[config.mk]
export PLATFORM = sky130hd
export DESIGN_NAME = dma_req_arbiter
export DESIGN_NICKNAME = d
export VERILOG_FILES = /design/src/rtl/dma_arb_pkg.sv /design/src/rtl/dma_arb_regs.sv /design/src/rtl/dma_arb_reqin.sv /design/src/rtl/dma_arb_pick.sv /design/src/rtl/dma_req_arbiter.sv
export SDC_FILE = /design/constraint.sdc
export NUM_CORES = 1
export LEC_CHECK = 0
export ABC_AREA = 1
export CAP_MARGIN = 20
export CORE_ASPECT_RATIO = 1.2
export CORE_MARGIN = 5
export CORE_UTILIZATION = 35
export DETAILED_ROUTE_END_ITERATION = 8
export MAX_ROUTING_LAYER = met4
export PLACE_DENSITY = 0.57
export SLEW_MARGIN = 20
export SYNTH_ARGS = -nofsm -noshare
export SYNTH_HDL_FRONTEND = slang
export SYNTH_SLANG_ARGS = --single-unit
[constraint.sdc]
create_clock -name clk -period 1.7 [get_ports clk]
set_input_delay 0.17 -clock clk [delete_from_list [all_inputs] [get_ports clk]]
set_output_delay 0.17 -clock clk [all_outputs]
set_load 0.03 [all_outputs]
[src/rtl/dma_arb_pkg.sv]
package dma_arb_pkg;
    localparam int CMD_W        = 8;
    localparam int CMD_MEM2MEM  = 0;
    localparam int CMD_CH0_HOLD = 1;
    localparam int CMD_DISABLE  = 2;
    localparam int CMD_ROTATE   = 4;
    localparam int CMD_REQ_LOW  = 6;
    localparam int CMD_ACK_HIGH = 7;

    typedef enum logic [1:0] {
        HOST_CMD      = 2'd0,
        HOST_MASK_ONE = 2'd1,
        HOST_MASK_ALL = 2'd2,
        HOST_CLEAR    = 2'd3
    } host_sel_e;
endpackage

[src/rtl/dma_arb_regs.sv]
module dma_arb_regs
    import dma_arb_pkg::*;
#(
    parameter int NUM_CH = 4
) (
    input  logic              clk,
    input  logic              rst_n,
    input  logic              wr_en,
    input  host_sel_e         wr_sel,
    input  logic [CMD_W-1:0]  wr_data,
    output logic [CMD_W-1:0]  cmd_o,
    output logic [NUM_CH-1:0] mask_o
);
    localparam int IDX_W = $clog2(NUM_CH);

    typedef struct packed {
        logic [CMD_W-1:0]  cmd;
        logic [NUM_CH-1:0] mask;
    } regs_t;

    regs_t st_d, st_q;

    always_comb begin
        st_d = st_q;
        if (wr_en) begin
            case (wr_sel)
                HOST_CMD:      st_d.cmd = wr_data;
                HOST_MASK_ONE: st_d.mask[wr_data[IDX_W-1:0]] = wr_data[IDX_W];
                HOST_MASK_ALL: st_d.mask = wr_data[NUM_CH-1:0];
                HOST_CLEAR: begin
                    st_d.cmd  = '0;
                    st_d.mask = '1;
                end
                default: ;
            endcase
        end
    end

    always_ff @(posedge clk or negedge rst_n) begin
        if (!rst_n) begin
            st_q.cmd  <= '0;
            st_q.mask <= '1;
        end else begin
            st_q <= st_d;
        end
    end

    assign cmd_o  = st_q.cmd;
    assign mask_o = st_q.mask;


    clear_state_chk: assert property (@(posedge clk) disable iff (!rst_n)
        (wr_en && wr_sel == HOST_CLEAR) |=> (st_q.mask == '1 && st_q.cmd == '0));
endmodule

[src/rtl/dma_arb_reqin.sv]
module dma_arb_reqin #(
    parameter int NUM_CH = 4
) (
    input  logic              clk,
    input  logic              rst_n,
    input  logic [NUM_CH-1:0] req_pin,
    input  logic              req_low,
    output logic [NUM_CH-1:0] req_act
);
    logic [NUM_CH-1:0] raw_d, raw_q;

    always_comb raw_d = req_pin;

    always_ff @(posedge clk or negedge rst_n) begin
        if (!rst_n) raw_q <= '0;
        else        raw_q <= raw_d;
    end

    assign req_act = raw_q ^ {NUM_CH{req_low}};
endmodule

[src/rtl/dma_arb_pick.sv]
module dma_arb_pick #(
    parameter int NUM_CH = 4,
    localparam int IDX_W = $clog2(NUM_CH)
) (
    input  logic [NUM_CH-1:0] elig,
    input  logic [IDX_W-1:0]  base_ptr,
    output logic              win_valid,
    output logic [IDX_W-1:0]  win_idx
);
    logic [IDX_W-1:0] cand;

    always_comb begin
        win_valid = |elig;
        win_idx   = '0;
        cand      = '0;
        for (int k = NUM_CH - 1; k >= 0; k--) begin
            cand = base_ptr + IDX_W'(k);
            if (elig[cand]) win_idx = cand;
        end
    end
endmodule

[src/rtl/dma_req_arbiter.sv]
module dma_req_arbiter
    import dma_arb_pkg::*;
#(
    parameter int NUM_CH = 4
) (
    input  logic              clk,
    input  logic              rst_n,
    input  logic              host_wr,
    input  logic [1:0]        host_sel,
    input  logic [7:0]        host_data,
    input  logic [NUM_CH-1:0] req_pin,
    input  logic              done_i,
    output logic [NUM_CH-1:0] ack_pin,
    output logic              mem_to_mem,
    output logic              ch0_hold
);
    localparam int IDX_W = $clog2(NUM_CH);
    localparam logic [IDX_W-1:0]  ONE_IDX = 1;
    localparam logic [NUM_CH-1:0] ONE_CH  = 1;

    typedef struct packed {
        logic [NUM_CH-1:0] grant;
        logic [IDX_W-1:0]  idx;
        logic [IDX_W-1:0]  ptr;
    } arb_t;

    arb_t st_d, st_q;

    logic [CMD_W-1:0]  cmd_q;
    logic [NUM_CH-1:0] mask_q;
    logic [NUM_CH-1:0] req_act;
    logic [NUM_CH-1:0] elig;
    logic [IDX_W-1:0]  base_ptr;
    logic              win_valid;
    logic [IDX_W-1:0]  win_idx;
    logic              unused_cmd_bits;

    dma_arb_regs #(.NUM_CH(NUM_CH)) u_regs (
        .clk     (clk),
        .rst_n   (rst_n),
        .wr_en   (host_wr),
        .wr_sel  (host_sel_e'(host_sel)),
        .wr_data (host_data),
        .cmd_o   (cmd_q),
        .mask_o  (mask_q)
    );

    dma_arb_reqin #(.NUM_CH(NUM_CH)) u_reqin (
        .clk     (clk),
        .rst_n   (rst_n),
        .req_pin (req_pin),
        .req_low (cmd_q[CMD_REQ_LOW]),
        .req_act (req_act)
    );

    assign elig     = req_act & ~mask_q & {NUM_CH{~cmd_q[CMD_DISABLE]}};
    assign base_ptr = cmd_q[CMD_ROTATE] ? st_q.ptr : '0;

    dma_arb_pick #(.NUM_CH(NUM_CH)) u_pick (
        .elig      (elig),
        .base_ptr  (base_ptr),
        .win_valid (win_valid),
        .win_idx   (win_idx)
    );

    always_comb begin
        st_d = st_q;
        if (st_q.grant != '0) begin
            if (done_i) begin
                st_d.grant = '0;
                if (cmd_q[CMD_ROTATE]) st_d.ptr = st_q.idx + ONE_IDX;
            end
        end else if (win_valid) begin
            st_d.grant = ONE_CH << win_idx;
            st_d.idx   = win_idx;
        end
    end

    always_ff @(posedge clk or negedge rst_n) begin
        if (!rst_n) st_q <= '0;
        else        st_q <= st_d;
    end

    assign ack_pin         = cmd_q[CMD_ACK_HIGH] ? st_q.grant : ~st_q.grant;
    assign mem_to_mem      = cmd_q[CMD_MEM2MEM];
    assign ch0_hold        = cmd_q[CMD_CH0_HOLD];
    assign unused_cmd_bits = ^{cmd_q[3], cmd_q[5]};


    grant_onehot_chk: assert property (@(posedge clk) disable iff (!rst_n)
        $onehot0(st_q.grant));


    grant_hold_chk: assert property (@(posedge clk) disable iff (!rst_n)
        (st_q.grant != '0 && !done_i) |=> $stable(st_q.grant));


    done_release_chk: assert property (@(posedge clk) disable iff (!rst_n)
        (st_q.grant != '0 && done_i) |=> st_q.grant == '0);


    disable_block_chk: assert property (@(posedge clk) disable iff (!rst_n)
        (st_q.grant == '0 && cmd_q[CMD_DISABLE]) |=> st_q.grant == '0);


    mask_block_chk: assert property (@(posedge clk) disable iff (!rst_n)
        (st_q.grant == '0) |=> (st_q.grant & $past(mask_q)) == '0);


    rotate_ptr_chk: assert property (@(posedge clk) disable iff (!rst_n)
        (st_q.grant != '0 && done_i && cmd_q[CMD_ROTATE])
            |=> st_q.ptr == IDX_W'($past(st_q.idx) + ONE_IDX));
endmodule

==> results.cfg <==
[status]
outcome = completed

[power_and_ir_drop]
power.total_uw = 2240
p_clk_share_pct = 21.3
p_sw_share_pct = 39.1
switching_power_uw = 878
powerDensity_nw_per_um2 = 1260
comb_power_share_pct = 43.3
leakage_uw = 0.000837
power.internal_uw = 1360
seqPwrFrac_pct = 35.4
ir_drop_uv = 572

[routing]
drt_first_pass_iters = 4
vias = 1199
wl_per_cell_um = 11.5
ant_nets = 0
viasPerCell = 4.72
drt_iter0_drc = 49
drt_wl_total_mm = 2.91
drc_errors = 0

[worst_setup_path]
cp_common_cell = nand2_2
slowest_stage = dfrtp_2
rr_endpoint = st_q[5]$_DFFE_PN0P_
worst_setup_path_end_kind = flip-flop
timing.rr.start = u_regs.cmd_o[2]$_DFFE_PN0P_
cp.depth = 12
max_stage_delay_ps = 460
r2r_cells = 12
crit_fanout = 5
crit_end = st_q[5]$_DFFE_PN0P_
cp-start-kind = flip-flop
crit_type = flip-flop to flip-flop
required_ps = 1850
cp_top_family = simple AND/OR/NAND/NOR gates
critical_path.cell_chain = nor2_2 > nand3_4 > nand2_2 > nand3_1 > nand2_1 > inv_1 > nand2_2 > nand2_1 > nand2_2 > nand2_2 > nand3_1 > nand2_1
reg2reg_slack_ps = 140
cp.arrival_ps = 1710
worstPathBufferInverterCount = 1
cp-startpoint = u_regs.cmd_o[2]$_DFFE_PN0P_

[global_route]
grtUsageMet1_pct = 15.5
grt_max_degree = 23
gr-usage-met3_pct = 2.02
top_usage_layer = met2
grt_pass1_vias = 1299
grtUsageTotal_pct = 13.8
grt-ovfl-total = 0
grt_pass1_wl_mm = 5.53
antenna_found_initial = 0
grtUsageMet2_pct = 23.9

[sta]
fmax_mhz = 641
rsz0062_at_grt = true
drv_slew = 0
fin_crit_ps = 1560
maxSlewHeadroom_pct = 78.1
hold_violations = 0
layout_setup_ws_ps = 141
fin_tns_setup_ps = 0
setup_viol = 0
min_period_over_period_pct = 91.7
worstMarginPinSlew_ps = 328
skew_ps = 7.37

[placed_design]
port-buffer-count = 22
gp_congestion = 0.892
place_area_um2 = 1660
hpwl_mm = 2.41
dp_slack_ps = 6.20

[die]
die-width_um = 66.6
ios = 24
initial_core_util_pct = 36.7
dieArea_um2 = 5190
die_h_um = 77.9
core_um2 = 3660
row_count = 24

[finish]
syn2layout_area_growth_pct = 32.1
finalNetCount = 224
mostFrequentLayoutCells = 41 x nand2_1, 18 x clkdlybuf4s50_1, 16 x dfrtp_1, 15 x inv_1, 13 x nand2_2
fin_area_um2 = 1780
fill_cells = 379
final_common_cell = nand2_1
drive_above_1_share_pct = 23.3
antennaDiodeCount = 0

[synth]
ys_types = 25
yosys_warnings = 0
syn-instance-count = 171
syn-num-nets = 192
seq_area_frac_synth_pct = 41.3
syn_area_um2 = 1350
ys_seq_elements = 22
syn_area_per_cell_um2 = 7.87

[clock_tree]
clkSlewWorstSetupHoldPaths_ps = 80
htreeDepth = 1
cts_sinks = 22
clock_latency_ps = 260
clock_path_buffers = 2
root_buffer = clkbuf_8
cts-buffers-inserted = 3
postCtsHoldBufs = 0
tritoncts = yes

[worst_hold_path]
hp-class = input port to async pin

[job]
max-cap-violations = 0
## repair_timing
action,CTS,global route
setup endpoints to repair,4,3
pin swaps,0,4
resized for setup,4,11
setup buffers,0,2
## through the flow
stage,hold slack (ps),utilization [%],instances
2_1_floorplan,-126,-,171
3_3_place_gp,493,45.2,248
3_5_place_dp,494,45.2,248
4_1_cts,256,47.0,252
5_1_grt,292,48.5,254
6_report,248,48.5,254
## kinds of logic after synthesis
family / count (synthesis) / share of synthesized area [%]
buffers and inverters: 21 / 6.32
AND/OR/NAND/NOR: 94 / 36.2
flip-flops: 22 / 41.3
XOR/XNOR: 5 / 3.26
adder cells (fa/ha/maj): 3 / 2.79
AO/OA/AOI/OAI: 26 / 10.1
## cell type report
type / count / area, um^2 / area share, %
flip-flops and latches: 22 / 558 / 31.4
clock buffers: 3 / 41.3 / 2.32
multi-input cells: 128 / 741 / 41.7
inverters: 20 / 81.3 / 4.58
clock inverters: 1 / 30.0 / 1.69
well taps: 52 / 65.1 / 3.66
repair buffers: 28 / 260 / 14.6
## worst min-delay path by stage
stage,startpoint,to,depth (start not counted)
2_1_floorplan,rst_n,st_q[0]$_DFFE_PN0P_,0
3_3_place_gp,flip-flop,flip-flop,2
5_1_grt,rst_n,u_reqin.raw_q[3]$_DFF_PN0_,2
4_1_cts,rst_n,u_regs.cmd_o[2]$_DFFE_PN0P_,2
6_report,rst_n,st_q[3]$_DFFE_PN0P_,2
3_5_place_dp,u_regs.cmd_o[0]$_DFFE_PN0P_,u_regs.cmd_o[0]$_DFFE_PN0P_,2
## power groups by stage
stage | Combinational (uW) | Sequential, uW | Clock [uW]
after floorplan | 692 | 780 | 0
after global placement | 955 | 793 | 0
after detailed placement | 971 | 798 | 0
after CTS | 940 | 789 | 489
after global routing | 1110 | 814 | 514
final | 971 | 794 | 478
## synth_stat cells
library cell,count,area share [%]
nand3_4,1,1.3
nand2_4,1,0.84
xnor2_1,5,3.3
o21ai_1,3,1.1
nor4_4,1,1.6
dfrtp_1,18,33
nor3_1,2,0.74
or2_2,1,0.47
nand2_2,11,5.1
inv_2,2,0.56
o21ai_0,8,3.0
clkinv_2,1,0.37
clkinv_4,1,0.65
dfstp_2,4,7.8
nand2_1,43,12
a21oi_1,10,3.7
nand4_1,4,1.9
nand3_1,12,4.5
a31oi_1,5,2.3
nand3_2,6,4.5
ha_1,3,2.8
nor2_1,12,3.3
clkbuf_1,1,0.28
inv_1,15,4.2
clkinv_1,1,0.28
## layer usage
metal	routed length [um]	part of all wire, %	vias up
met4	36	1.2	0
met5	0	0	-
met2	1570	54	17
li1	-	-	620
met3	64	2.2	4
met1	1240	43	558
(Power assumes the default switching activity.)
